## src/rtl/vls_pkg.sv

```systemverilog
package vls_pkg;
  // strobes from control to datapath
  typedef struct packed {
    logic clear;   // zero all counters
    logic commit;  // take one loop step
  } ctlStrobe_t;

  localparam int LANES = 2;  // lane 0 = source, lane 1 = destination
endpackage

```

## src/rtl/vls_scan.sv

```systemverilog
// Priority scan: lowest enabled element at or above fromStep, below lenLimit.
module vls_scan #(
  parameter int STEP_W = 7,
  parameter int MASK_W = 64
) (
  input  logic [MASK_W-1:0] mask,
  input  logic [STEP_W-1:0] fromStep,
  input  logic [STEP_W-1:0] lenLimit,
  output logic [STEP_W-1:0] hitStep
);
  always_comb begin
    hitStep = lenLimit;
    for (int i = MASK_W - 1; i >= 0; i--) begin
      if (mask[i] && (STEP_W'(i) >= fromStep) && (STEP_W'(i) < lenLimit))
        hitStep = STEP_W'(i);
    end
  end
endmodule

```

## src/rtl/vls_lane.sv

```systemverilog
// One side (source or destination) of the loop: element step and sub-step.
module vls_lane
  import vls_pkg::*;
#(
  parameter int STEP_W = 7,
  parameter int SUB_W  = 2,
  parameter int MASK_W = 64
) (
  input  logic              clk,
  input  logic              rst,
  input  logic              vecMode,
  input  logic [STEP_W-1:0] vecLen,
  input  logic [SUB_W-1:0]  subLen,
  input  logic [MASK_W-1:0] mask,
  input  logic              zeroMode,
  input  ctlStrobe_t        ctl,
  output logic [STEP_W-1:0] effStep,
  output logic [SUB_W-1:0]  curSub,
  output logic              zeroed,
  output logic              atFinal,
  output logic              exhausted
);
  localparam int IDX_W = $clog2(MASK_W);
  localparam logic [STEP_W:0] MASK_LIM = (STEP_W + 1)'(MASK_W);

  logic [STEP_W-1:0] rawStep;
  logic [SUB_W-1:0]  rawSub;
  logic [STEP_W-1:0] scanStep;
  logic              scanOn;
  logic              maskHit;
  logic [IDX_W-1:0]  bitIdx;

  vls_scan #(.STEP_W(STEP_W), .MASK_W(MASK_W)) scan_i (
    .mask    (mask),
    .fromStep(rawStep),
    .lenLimit(vecLen),
    .hitStep (scanStep)
  );

  // skipping only at the start of an element, never in zeroing mode
  assign scanOn  = vecMode && (rawSub == '0) && !zeroMode;
  assign effStep = scanOn ? scanStep : rawStep;
  assign curSub  = rawSub;
  assign bitIdx  = IDX_W'(effStep);
  assign maskHit = ({1'b0, effStep} < MASK_LIM) && mask[bitIdx];

  assign zeroed    = vecMode && zeroMode && (effStep < vecLen) && !maskHit;
  assign atFinal   = (vecLen != '0) && (effStep == vecLen - STEP_W'(1)) &&
                     (rawSub == subLen);
  assign exhausted = vecMode && (effStep == vecLen);

  always_ff @(posedge clk) begin
    if (rst || ctl.clear) begin
      rawStep <= '0;
      rawSub  <= '0;
    end else if (ctl.commit) begin
      if (rawSub == subLen) begin
        rawSub  <= '0;
        rawStep <= (effStep == vecLen) ? effStep : effStep + STEP_W'(1);
      end else begin
        rawSub  <= rawSub + SUB_W'(1);
        rawStep <= effStep;
      end
    end
  end

  // configuration-steady tracker, used only to qualify the bound checks
  logic [STEP_W-1:0] lastLen;
  logic [SUB_W-1:0]  lastSubLen;
  logic              lastMode;
  logic              steadyReg;
  logic              steadyNow;

  assign steadyNow = steadyReg && (lastLen == vecLen) &&
                     (lastSubLen == subLen) && (lastMode == vecMode);

  always_ff @(posedge clk) begin
    lastLen    <= vecLen;
    lastSubLen <= subLen;
    lastMode   <= vecMode;
    if (rst || ctl.clear) steadyReg <= 1'b1;
    else                  steadyReg <= steadyNow;
  end

  assert_step_within_len_R12: assert property (@(posedge clk) disable iff (rst)
    steadyNow |-> (effStep <= vecLen));

  assert_sub_bounded_R2: assert property (@(posedge clk) disable iff (rst)
    steadyNow |-> (rawSub <= subLen));

  assert_sub_advance_R2: assert property (@(posedge clk) disable iff (rst)
    (ctl.commit && !ctl.clear && rawSub != subLen) |=>
      (rawSub == $past(rawSub) + SUB_W'(1)) && (rawStep == $past(effStep)));

  assert_sub_wrap_R3: assert property (@(posedge clk) disable iff (rst)
    (ctl.commit && !ctl.clear && rawSub == subLen && effStep != vecLen) |=>
      (rawSub == '0) && (rawStep == $past(effStep) + STEP_W'(1)));

  assert_clear_zeroes_R1: assert property (@(posedge clk) disable iff (rst)
    ctl.clear |=> (rawStep == '0) && (rawSub == '0));

  assert_skip_lands_enabled_R4: assert property (@(posedge clk) disable iff (rst)
    (scanOn && effStep < vecLen) |-> maskHit);

  assert_no_skip_nonzero_sub_R5: assert property (@(posedge clk) disable iff (rst)
    (rawSub != '0) |-> (effStep == rawStep));

  assert_zeroed_needs_mode_R6: assert property (@(posedge clk) disable iff (rst)
    zeroed |-> zeroMode);
endmodule

```

## src/rtl/vls_datapath.sv

```systemverilog
// Source and destination lanes side by side.
module vls_datapath
  import vls_pkg::*;
#(
  parameter int STEP_W = 7,
  parameter int SUB_W  = 2,
  parameter int MASK_W = 64
) (
  input  logic                         clk,
  input  logic                         rst,
  input  logic                         vecMode,
  input  logic [STEP_W-1:0]            vecLen,
  input  logic [SUB_W-1:0]             subLen,
  input  logic [LANES-1:0][MASK_W-1:0] laneMask,
  input  logic [LANES-1:0]             laneZeroMode,
  input  ctlStrobe_t                   ctl,
  output logic [LANES-1:0][STEP_W-1:0] laneStep,
  output logic [LANES-1:0][SUB_W-1:0]  laneSub,
  output logic [LANES-1:0]             laneZeroed,
  output logic [LANES-1:0]             laneFinal,
  output logic [LANES-1:0]             laneExhausted
);
  for (genvar g = 0; g < LANES; g++) begin : g_lane
    vls_lane #(.STEP_W(STEP_W), .SUB_W(SUB_W), .MASK_W(MASK_W)) lane_i (
      .clk      (clk),
      .rst      (rst),
      .vecMode  (vecMode),
      .vecLen   (vecLen),
      .subLen   (subLen),
      .mask     (laneMask[g]),
      .zeroMode (laneZeroMode[g]),
      .ctl      (ctl),
      .effStep  (laneStep[g]),
      .curSub   (laneSub[g]),
      .zeroed   (laneZeroed[g]),
      .atFinal  (laneFinal[g]),
      .exhausted(laneExhausted[g])
    );
  end
endmodule

```

## src/rtl/vls_control.sv

```systemverilog
// Loop end decision and strobe generation.
module vls_control
  import vls_pkg::*;
#(
  parameter int STEP_W = 7
) (
  input  logic              clk,
  input  logic              rst,
  input  logic              vecMode,
  input  logic [STEP_W-1:0] vecLen,
  input  logic              advance,
  input  logic              loopRst,
  input  logic [LANES-1:0]  laneFinal,
  input  logic [LANES-1:0]  laneExhausted,
  output ctlStrobe_t        ctl,
  output logic              loopDone,
  output logic              holdPc,
  output logic              insnSkip
);
  logic loopEnd;
  logic stepNow;

  assign insnSkip = vecMode && (vecLen == '0);
  // first side to reach its end finishes the loop
  assign loopEnd  = !vecMode || insnSkip || (|laneFinal) || (|laneExhausted);
  assign stepNow  = advance && !loopRst;

  assign loopDone   = stepNow && loopEnd;
  assign holdPc     = stepNow && !loopEnd;
  assign ctl.clear  = loopRst || loopDone;
  assign ctl.commit = holdPc;

  assert_done_hold_exclusive_R8: assert property (@(posedge clk) disable iff (rst)
    $onehot0({loopDone, holdPc}));

  assert_scalar_ends_R9: assert property (@(posedge clk) disable iff (rst)
    (advance && !loopRst && !vecMode) |-> loopDone);

  assert_reset_priority_R1: assert property (@(posedge clk) disable iff (rst)
    loopRst |-> (!loopDone && !holdPc));

  assert_zero_len_ends_R10: assert property (@(posedge clk) disable iff (rst)
    (advance && !loopRst && insnSkip) |-> loopDone);
endmodule

```

## src/rtl/vec_step_seq.sv

```systemverilog
module vec_step_seq
  import vls_pkg::*;
#(
  parameter int STEP_W = 7,
  parameter int SUB_W  = 2,
  parameter int MASK_W = 64
) (
  input  logic              clk,
  input  logic              rst,
  input  logic              vecMode,
  input  logic [STEP_W-1:0] vecLen,
  input  logic [SUB_W-1:0]  subLen,
  input  logic [MASK_W-1:0] srcMask,
  input  logic [MASK_W-1:0] dstMask,
  input  logic              srcZeroMode,
  input  logic              dstZeroMode,
  input  logic              advance,
  input  logic              loopRst,
  output logic [STEP_W-1:0] srcStep,
  output logic [SUB_W-1:0]  srcSub,
  output logic [STEP_W-1:0] dstStep,
  output logic [SUB_W-1:0]  dstSub,
  output logic              srcZeroed,
  output logic              dstZeroed,
  output logic              loopDone,
  output logic              holdPc,
  output logic              insnSkip
);
  ctlStrobe_t                   ctl;
  logic [LANES-1:0][MASK_W-1:0] laneMask;
  logic [LANES-1:0]             laneZeroMode;
  logic [LANES-1:0][STEP_W-1:0] laneStep;
  logic [LANES-1:0][SUB_W-1:0]  laneSub;
  logic [LANES-1:0]             laneZeroed;
  logic [LANES-1:0]             laneFinal;
  logic [LANES-1:0]             laneExhausted;

  assign laneMask     = {dstMask, srcMask};
  assign laneZeroMode = {dstZeroMode, srcZeroMode};

  vls_datapath #(.STEP_W(STEP_W), .SUB_W(SUB_W), .MASK_W(MASK_W)) dp_i (
    .clk          (clk),
    .rst          (rst),
    .vecMode      (vecMode),
    .vecLen       (vecLen),
    .subLen       (subLen),
    .laneMask     (laneMask),
    .laneZeroMode (laneZeroMode),
    .ctl          (ctl),
    .laneStep     (laneStep),
    .laneSub      (laneSub),
    .laneZeroed   (laneZeroed),
    .laneFinal    (laneFinal),
    .laneExhausted(laneExhausted)
  );

  vls_control #(.STEP_W(STEP_W)) ctl_i (
    .clk          (clk),
    .rst          (rst),
    .vecMode      (vecMode),
    .vecLen       (vecLen),
    .advance      (advance),
    .loopRst      (loopRst),
    .laneFinal    (laneFinal),
    .laneExhausted(laneExhausted),
    .ctl          (ctl),
    .loopDone     (loopDone),
    .holdPc       (holdPc),
    .insnSkip     (insnSkip)
  );

  assign srcStep   = laneStep[0];
  assign dstStep   = laneStep[1];
  assign srcSub    = laneSub[0];
  assign dstSub    = laneSub[1];
  assign srcZeroed = laneZeroed[0];
  assign dstZeroed = laneZeroed[1];
endmodule

```

## config.mk

```make
export PLATFORM = sky130hd
export DESIGN_NAME = vec_step_seq
export DESIGN_NICKNAME = d
export VERILOG_FILES = /design/src/rtl/vls_pkg.sv /design/src/rtl/vls_scan.sv /design/src/rtl/vls_lane.sv /design/src/rtl/vls_datapath.sv /design/src/rtl/vls_control.sv /design/src/rtl/vec_step_seq.sv
export SDC_FILE = /design/constraint.sdc
export NUM_CORES = 1
export LEC_CHECK = 0
export BUFFER_PORTS_ARGS = -buffer_cell sky130_fd_sc_hd__buf_2
export CAP_MARGIN = 40
export CORE_AREA = 10 10 132 146
export DETAILED_ROUTE_END_ITERATION = 6
export DIE_AREA = 0 0 142 156
export PLACE_DENSITY_LB_ADDON = 0.12
export REMOVE_ABC_BUFFERS = 1
export SYNTH_ARGS = -nofsm -noshare
export SYNTH_HDL_FRONTEND = slang
export SYNTH_SLANG_ARGS = --single-unit
```

## constraint.sdc

```tcl
create_clock -name clk -period 12.4 [get_ports clk]
set_input_delay 0.62 -clock clk [delete_from_list [all_inputs] [get_ports clk]]
set_output_delay 0.62 -clock clk [all_outputs]
set_load 0.02 [all_outputs]
```

=== Word level (Yosys, flattened, before mapping) ===
Cells that the tools add are included.

* Multiplexer cells: 140
* Add/subtract/negate cells: 5
* Equality and inequality tests: 6
* Reductions and logical operators: 296
* Magnitude comparators: 198

{| class="wikitable"
|+ Operators by type and width
! cell !! number
|-
| 2-to-1 mux 7 bit || 134
|-
| >= comparator 6 x 7 -> 1 bit (first input constant) || 64
|-
| logical AND 1 bit || 278
|-
| >= comparator 5 x 7 -> 1 bit (first input constant) || 32
|-
| < comparator 6 x 7 -> 1 bit (first input constant) || 32
|-
| >= comparator 4 x 7 -> 1 bit (first input constant) || 16
|-
| < comparator 5 x 7 -> 1 bit (first input constant) || 16
|-
| >= comparator 3 x 7 -> 1 bit (first input constant) || 8
|-
| < comparator 4 x 7 -> 1 bit (first input constant) || 8
|-
| == test 7 bit || 4
|-
| >= comparator 1 x 7 -> 1 bit (first input constant) || 4
|-
| >= comparator 2 x 7 -> 1 bit (first input constant) || 4
|-
| < comparator 3 x 7 -> 1 bit (first input constant) || 4
|-
| adder 7 x 1 -> 7 bit (second input constant) || 2
|-
| < comparator 1 x 7 -> 1 bit (first input constant) || 2
|-
| < comparator 2 x 7 -> 1 bit (first input constant) || 2
|-
| < comparator 6 x 7 -> 1 bit (second input constant) || 2
|-
| < comparator 7 bit || 2
|-
| < comparator 7 bit (second input constant) || 2
|-
| binary-select mux 1 bit (select 6 bit) || 2
|-
| zero test 1 bit || 7
|-
| zero test 7 bit || 1
|-
| nonzero test 7 bit || 1
|-
| subtractor 7 x 1 -> 7 bit (second input constant) || 1
|-
| 7 further kinds || 17
|}

* Logic and storage cells: 649
* Input port bits: 144
* Output and inout port bits: 23
* Flip-flop bits (word level): 18

=== Longest topological paths before layout ===
* Word-level depth: 77
* Depth in mapped cells: 27
* Mapped depth without buffers: 22

=== Cells and area by module ===
From an unflattened synthesis, not the netlist that was laid out.

* Cells, all modules: 1278
* Area, all modules: 8072.7 µm²

{| class="wikitable"
|+ Modules (own cells, without submodules)
! module !! sequential area each (µm²) !! cells an instance !! times used !! area an instance (µm²)
|-
| vls_scan || 0.0 || 406 || 2 || 2358.5
|-
| vls_lane at dp_i.g_lane[0].lane_i || 180.2 || 225 || 1 || 1642.8
|-
| vls_lane at dp_i.g_lane[1].lane_i || 180.2 || 231 || 1 || 1635.3
|-
| vls_control || 0.0 || 10 || 1 || 77.6
|}

=== Least setup slack after synthesis ===
Ideal clock, no wire load.

* Kind: input-to-output
* From: in vecLen[1]
* To: out srcZeroed
* Path buffers: 4
* Arrival: 5584 ps
* Stages: 26
* Setup slack: 6196 ps
* Required time: 11780 ps
* Cell sequence: buf_6 -> buf_6 -> buf_2 -> inv_1 -> ha_1 -> o21ba_2 -> o311a_1 -> a211oi_1 -> a21boi_0 -> and4b_1 -> o21ai_0 -> a211o_1 -> o21ai_1 -> clkbuf_1 -> ha_1 -> nor2b_1 -> o21a_1 -> o21ai_0 -> nand2b_1 -> a21oi_1 -> nor2b_1 -> o21ai_0 -> nand4b_1 -> a31oi_1 -> o211ai_1 -> a211oi_1

* Longest elaborated chain between the ends: 72
* Elaborated cells between the ends (all ways): 201
* Classes of those cells: order compare (66); mux (67); reduce/logical (68)

{| class="wikitable"
|+ Ends and longest elaborated chain
! item !! RTL line !! text
|-
| start, declared || vec_step_seq.sv:11 || <nowiki>input logic [STEP_W-1:0] vecLen,</nowiki>
|-
| < comparator 6 x 7 -> 1 bit || vls_scan.sv:14 || <nowiki>if (mask[i] && (STEP_W'(i) >= fromStep) && (STEP_W'(i) < lenLimit))</nowiki>
|-
| logical AND 1 bit || vls_scan.sv:14 ||
|-
| 2-to-1 mux 7 bit (63 in a row) || vls_scan.sv:14 ||
|-
| 2-to-1 mux 7 bit (*) || vls_scan.sv:14 ||
|-
| 2-to-1 mux 7 bit (*) || vls_lane.sv:42 || <nowiki>assign effStep = scanOn ? scanStep : rawStep;</nowiki>
|-
| via srcStep[1] || vec_step_seq.sv:19 || <nowiki>output logic [STEP_W-1:0] srcStep,</nowiki>
|-
| binary-select mux 1 bit (select 6 bit) || vls_lane.sv:45 || <nowiki>assign maskHit = ({1'b0, effStep} < MASK_LIM) && mask[bitIdx];</nowiki>
|-
| 2-to-1 mux 1 bit (not written as such) || vls_lane.sv:45 ||
|-
| logical AND 1 bit || vls_lane.sv:45 ||
|-
| zero test 1 bit || vls_lane.sv:47 || <nowiki>assign zeroed = vecMode && zeroMode && (effStep < vecLen) && !maskHit;</nowiki>
|-
| logical AND 1 bit (*) || vls_lane.sv:47 ||
|-
| end, declared || vec_step_seq.sv:23 || <nowiki>output logic srcZeroed,</nowiki>
|}

Mark *: on every way through the listed nets, which the timed path passes. The rest lies on a longest branch. The select of a mux whose other input is x is not followed.

=== Final worst setup path ===
* From: in vecLen[4]
* To: out holdPc

* Longest elaborated chain between the ends: 75
* Elaborated cells between the ends (all ways): 343
* Classes of those cells: add/sub (1); order compare (64); eq/ne (4); mux (130); reduce/logical (144)

{| class="wikitable"
|+ Ends and longest elaborated chain
! item !! RTL line !! text
|-
| < comparator 6 x 7 -> 1 bit || vls_scan.sv:14 ||
|-
| logical AND 1 bit || vls_scan.sv:14 ||
|-
| 2-to-1 mux 7 bit (64 in a row) || vls_scan.sv:14 ||
|-
| 2-to-1 mux 7 bit || vls_lane.sv:42 ||
|-
| == test 7 bit || vls_lane.sv:48 || <nowiki>assign atFinal = (vecLen != '0) && (effStep == vecLen - STEP_W'(1)) &&</nowiki>
|-
| logical AND 1 bit (2 in a row) || vls_lane.sv:48 ||
|-
| OR reduction 2 bit || vls_control.sv:25 || <nowiki>assign loopEnd = !vecMode || insnSkip || (|laneFinal) || (|laneExhausted);</nowiki>
|-
| logical OR 1 bit || vls_control.sv:25 ||
|-
| logical OR 1 bit (*) || vls_control.sv:25 ||
|-
| zero test 1 bit (*) || vls_control.sv:29 || <nowiki>assign holdPc = stepNow && !loopEnd;</nowiki>
|-
| logical AND 1 bit (*) || vls_control.sv:29 ||
|-
| end, declared || vec_step_seq.sv:26 || <nowiki>output logic holdPc,</nowiki>
|}

Mark *: on every way between the ends. The rest lies on a longest branch, timed or not.

==> impl_results.md <==
* All-Layer GR Usage at 40.0%
* HPWL after detailed placement at 36700 microns
* Die W at 142 microns
* Largest stage delay, worst path at 0.82 ns
* Resized cells post-CTS at 0
* # DRC at 2
* Die span in y at 156 microns
* Pleak at 0.00395 uW
* Skew-Pair Late Insertion Delay at 0.25 ns
* Tmin final at 7.48 ns
* Clk_skew at 0.00558 ns
* Primary FF master, synth: dfxtp_1
* Largest net degree at the start of global routing at 50
* Worst Hold Class: flip-flop to flip-flop
* Seq/Total Area, Yosys at 4.08%
* First-pass DRT Iterations at 7
* Number of setup buffers added after CTS at 0
* Post-Syn Instances at 1279
* Number of DRC violations after detailed-routing iteration 0 at 2133
* Mapped Area at 8830 sq um
* Total chip power at 394 uW
* Sw frac at 50.4%
* Vias per inst at 7.89
* VDD IR max at 0.0699 mV
* Routed Antenna Nets at 0
* GRT busiest layer: met2
* Critical path, cell by cell: buf_2, a21oi_2, o21ai_1, a32oi_1, nor3b_1, o211ai_1, a211o_1, a221oi_2, clkinv_1, ha_1, nand3_1, nor2_1, nor2_1, nand3_1, nor3_1, o221ai_4, nand2_4, buf_2
* Drt wl/cell at 30.0 microns
* TritonCTS Buffers at 3
* Initial core utilization at 54.5%
* Failing checks: DRC
* Worst-path clk slew at 0.05 ns
* Core Area at 16200 sq um
* Net switching power at 199 uW
* Crit path max fanout at 41
* CTS tree: built
* P_int at 196 uW
* M1 GR Usage at 48.3%
* Nets@finish at 1548
* Warning count from the yosys run at 0
* PortBufs at 166
* Dominant cells by area after synthesis: mux2i_1 (5.8%), nand2_1 (5.7%), a21oi_1 (4.6%)
* Clock power frac at 16.2%
* EDFF count, synth at 0
* #FFs+latches synth at 18
* Routed WL at 47600 microns
* Wire length of the first global-routing pass at 70700 microns
* Slowest CP cell: a221oi_2
* Die area at 22200 sq um
* PwrDens at 40.7 nW/um^2
* Critical Path Start Type: input port
* Area grow syn2layout at 9.65%
* Final slew viol count at 0
* Crit Path Category: input port to primary output
* Commonest non-fill, non-tap cell in the layout: buf_2
* Final setup violation count at 0
* Area share of the largest cell type after synthesis at 5.78%
* H-tree depth at 1
* Syn Area/Cell at 6.90 sq um
* WHS at 0.485 ns
* Sequential power share at 14.8%
* Worst slew margin at 29.7%
* RePlAce Congestion at 1.16
* Vias in the first global route at 11800
* GRT met3 Usage at 11.1%
* Synth async-reset ratio at 0%
* Worst EP required at 11.78 ns
* Global Route met2 Usage at 61.2%
* Max Freq at 134 MHz
* Cts hold-fix bufs at 0
* # rows at 49
* Comb power frac at 69.0%
* Num Clock Sinks at 18
* Measured slew at the worst slew-check pin at 1.05 ns
* Max Buffers Root-to-Sink at 2
* Count of cell types in the netlist at 113
* CTS root buf: clkbuf_16
* GRT overflow at 0
* Top delay family on crit path: compound AO/OA/AOI/OAI gates
* RSZ-0062 raised after global routing: false
* Max-cap viol count at 0
* Outcome: finished, violations left
* Most frequent cells in the layout: buf_2 (168), nand2_1 (133), a21oi_1 (81)
* Vias at 12500
* IO Pins at 167
* Synth area leader: mux2i_1
* Crit share post-route at 60.3%
* Post-route setup TNS at 0 ns
* Initial antenna violation count at 0
* CP Buf/Inv Count at 3
* CP Capture Type: primary output
* Critical Path AT at 6.86 ns
* Fin. Hold Viols at 0
* Layout cell share with drive strength beyond 1 at 20.1%
-- flip-flops by register name, indices dropped and copies added, names as in the netlist --
signal,flops
dp_i.g_lane.lane_i.rawStep,14
dp_i.g_lane.lane_i.curSub,4
-- logic make-up after synthesis --
| family | Yosys count | share of synthesized area [%] |
|---|---|---|
| adders and majority gates | 20 | 2.84 |
| xor gates and xnor gates | 26 | 2.58 |
| AOI/OAI and AO/OA | 494 | 43.5 |
| DFF | 18 | 4.08 |
| and+or+nand+nor | 525 | 32.5 |
| muxes | 55 | 6.38 |
| buffers and inverters | 141 | 8.08 |
-- layer usage --
| metal | vias to the layer above | part of all wire (%) | routed length, microns |
|---|---|---|---|
| li1 | 5295 | - | - |
| met5 | - | 0 | 0 |
| met2 | 1228 | 41 | 19600 |
| met4 | 0 | 8.6 | 4100 |
| met3 | 321 | 15 | 6920 |
| met1 | 5675 | 36 | 17000 |
-- worst paths after layout --
| kind | end | cells after the start | slack (ns) | from |
|---|---|---|---|---|
| worst max register to register | dp_i.g_lane[0].lane_i.curSub[1] | 19 | 6.05 | dp_i.g_lane[0].lane_i.rawStep[6] |
| worst min-delay path | dp_i.g_lane[1].lane_i.rawStep[1] | 2 | 0.49 | dp_i.g_lane[1].lane_i.rawStep[1] |
| worst max-delay path | holdPc | 18 | 4.92 | vecLen[4] |
| worst min register to register | dp_i.g_lane[1].lane_i.rawStep[1] | 2 | 0.49 | dp_i.g_lane[1].lane_i.rawStep[1] |
-- cells in the mapped netlist (all sizes together), types with 10 or more instances --
cell / n
and4: 10
o211a: 15
o21ai: 65
nor4: 16
nor2b: 16
a21oi: 82
o21a: 15
o221ai: 13
xnor2: 21
or2: 12
a21o: 15
nor3b: 10
nor2: 79
mux2i: 51
o211ai: 48
o22ai: 18
o31ai: 12
and3: 26
a211oi: 22
nand3: 73
and2: 18
buf: 74
inv: 40
a31oi: 18
o2111a: 14
clkbuf: 23
ha: 20
nand2: 134
nand4: 34
or3: 13
o2111ai: 26
nor3: 25
nand2b: 24
dfxtp: 18
-- power by group through the flow --
stage	sequential, uW	clock [uW]	combinational (uW)
6_report	58.3	63.8	272
5_1_grt	58.3	66.9	283
4_1_cts	58.3	63.6	257
3_5_place_dp	59.5	0	255
3_3_place_gp	59.5	0	255
2_1_floorplan	60.1	0	149
-- cell type report --
type                            instances  area (sq um)
Sequential cell                        18           360
Inverter                               44           165
Timing Repair Buffer                  197          1060
Clock buffer                            3          75.1
Multi-Input combinational cell       1120          7760
Tap cell                              204           255
Antenna cell                            1          2.50
Fill cell                            1619          6510
-- metrics by stage --
stage               utilization, %  instance area (sq um)  std cells  worst slack, ns
detailed placement            59.3                   9590       1581             5.29
floorplan                        -                   8280       1182             6.03
finish                        59.8                   9680       1587             4.92
CTS                           59.7                   9670       1584             5.27
global placement              59.1                   9570       1578             5.44
global route                  59.8                   9680       1586             4.60
-- tightest hold or removal path, delay by kind of cell, from the launching register on --
family | cells | cell delay [ns]
AO/OA/AOI/OAI | 1 | 0.06
flip-flops | 1 | 0.31
AND/OR/NAND/NOR | 1 | 0.07
Power figures use the tool's default switching activity.
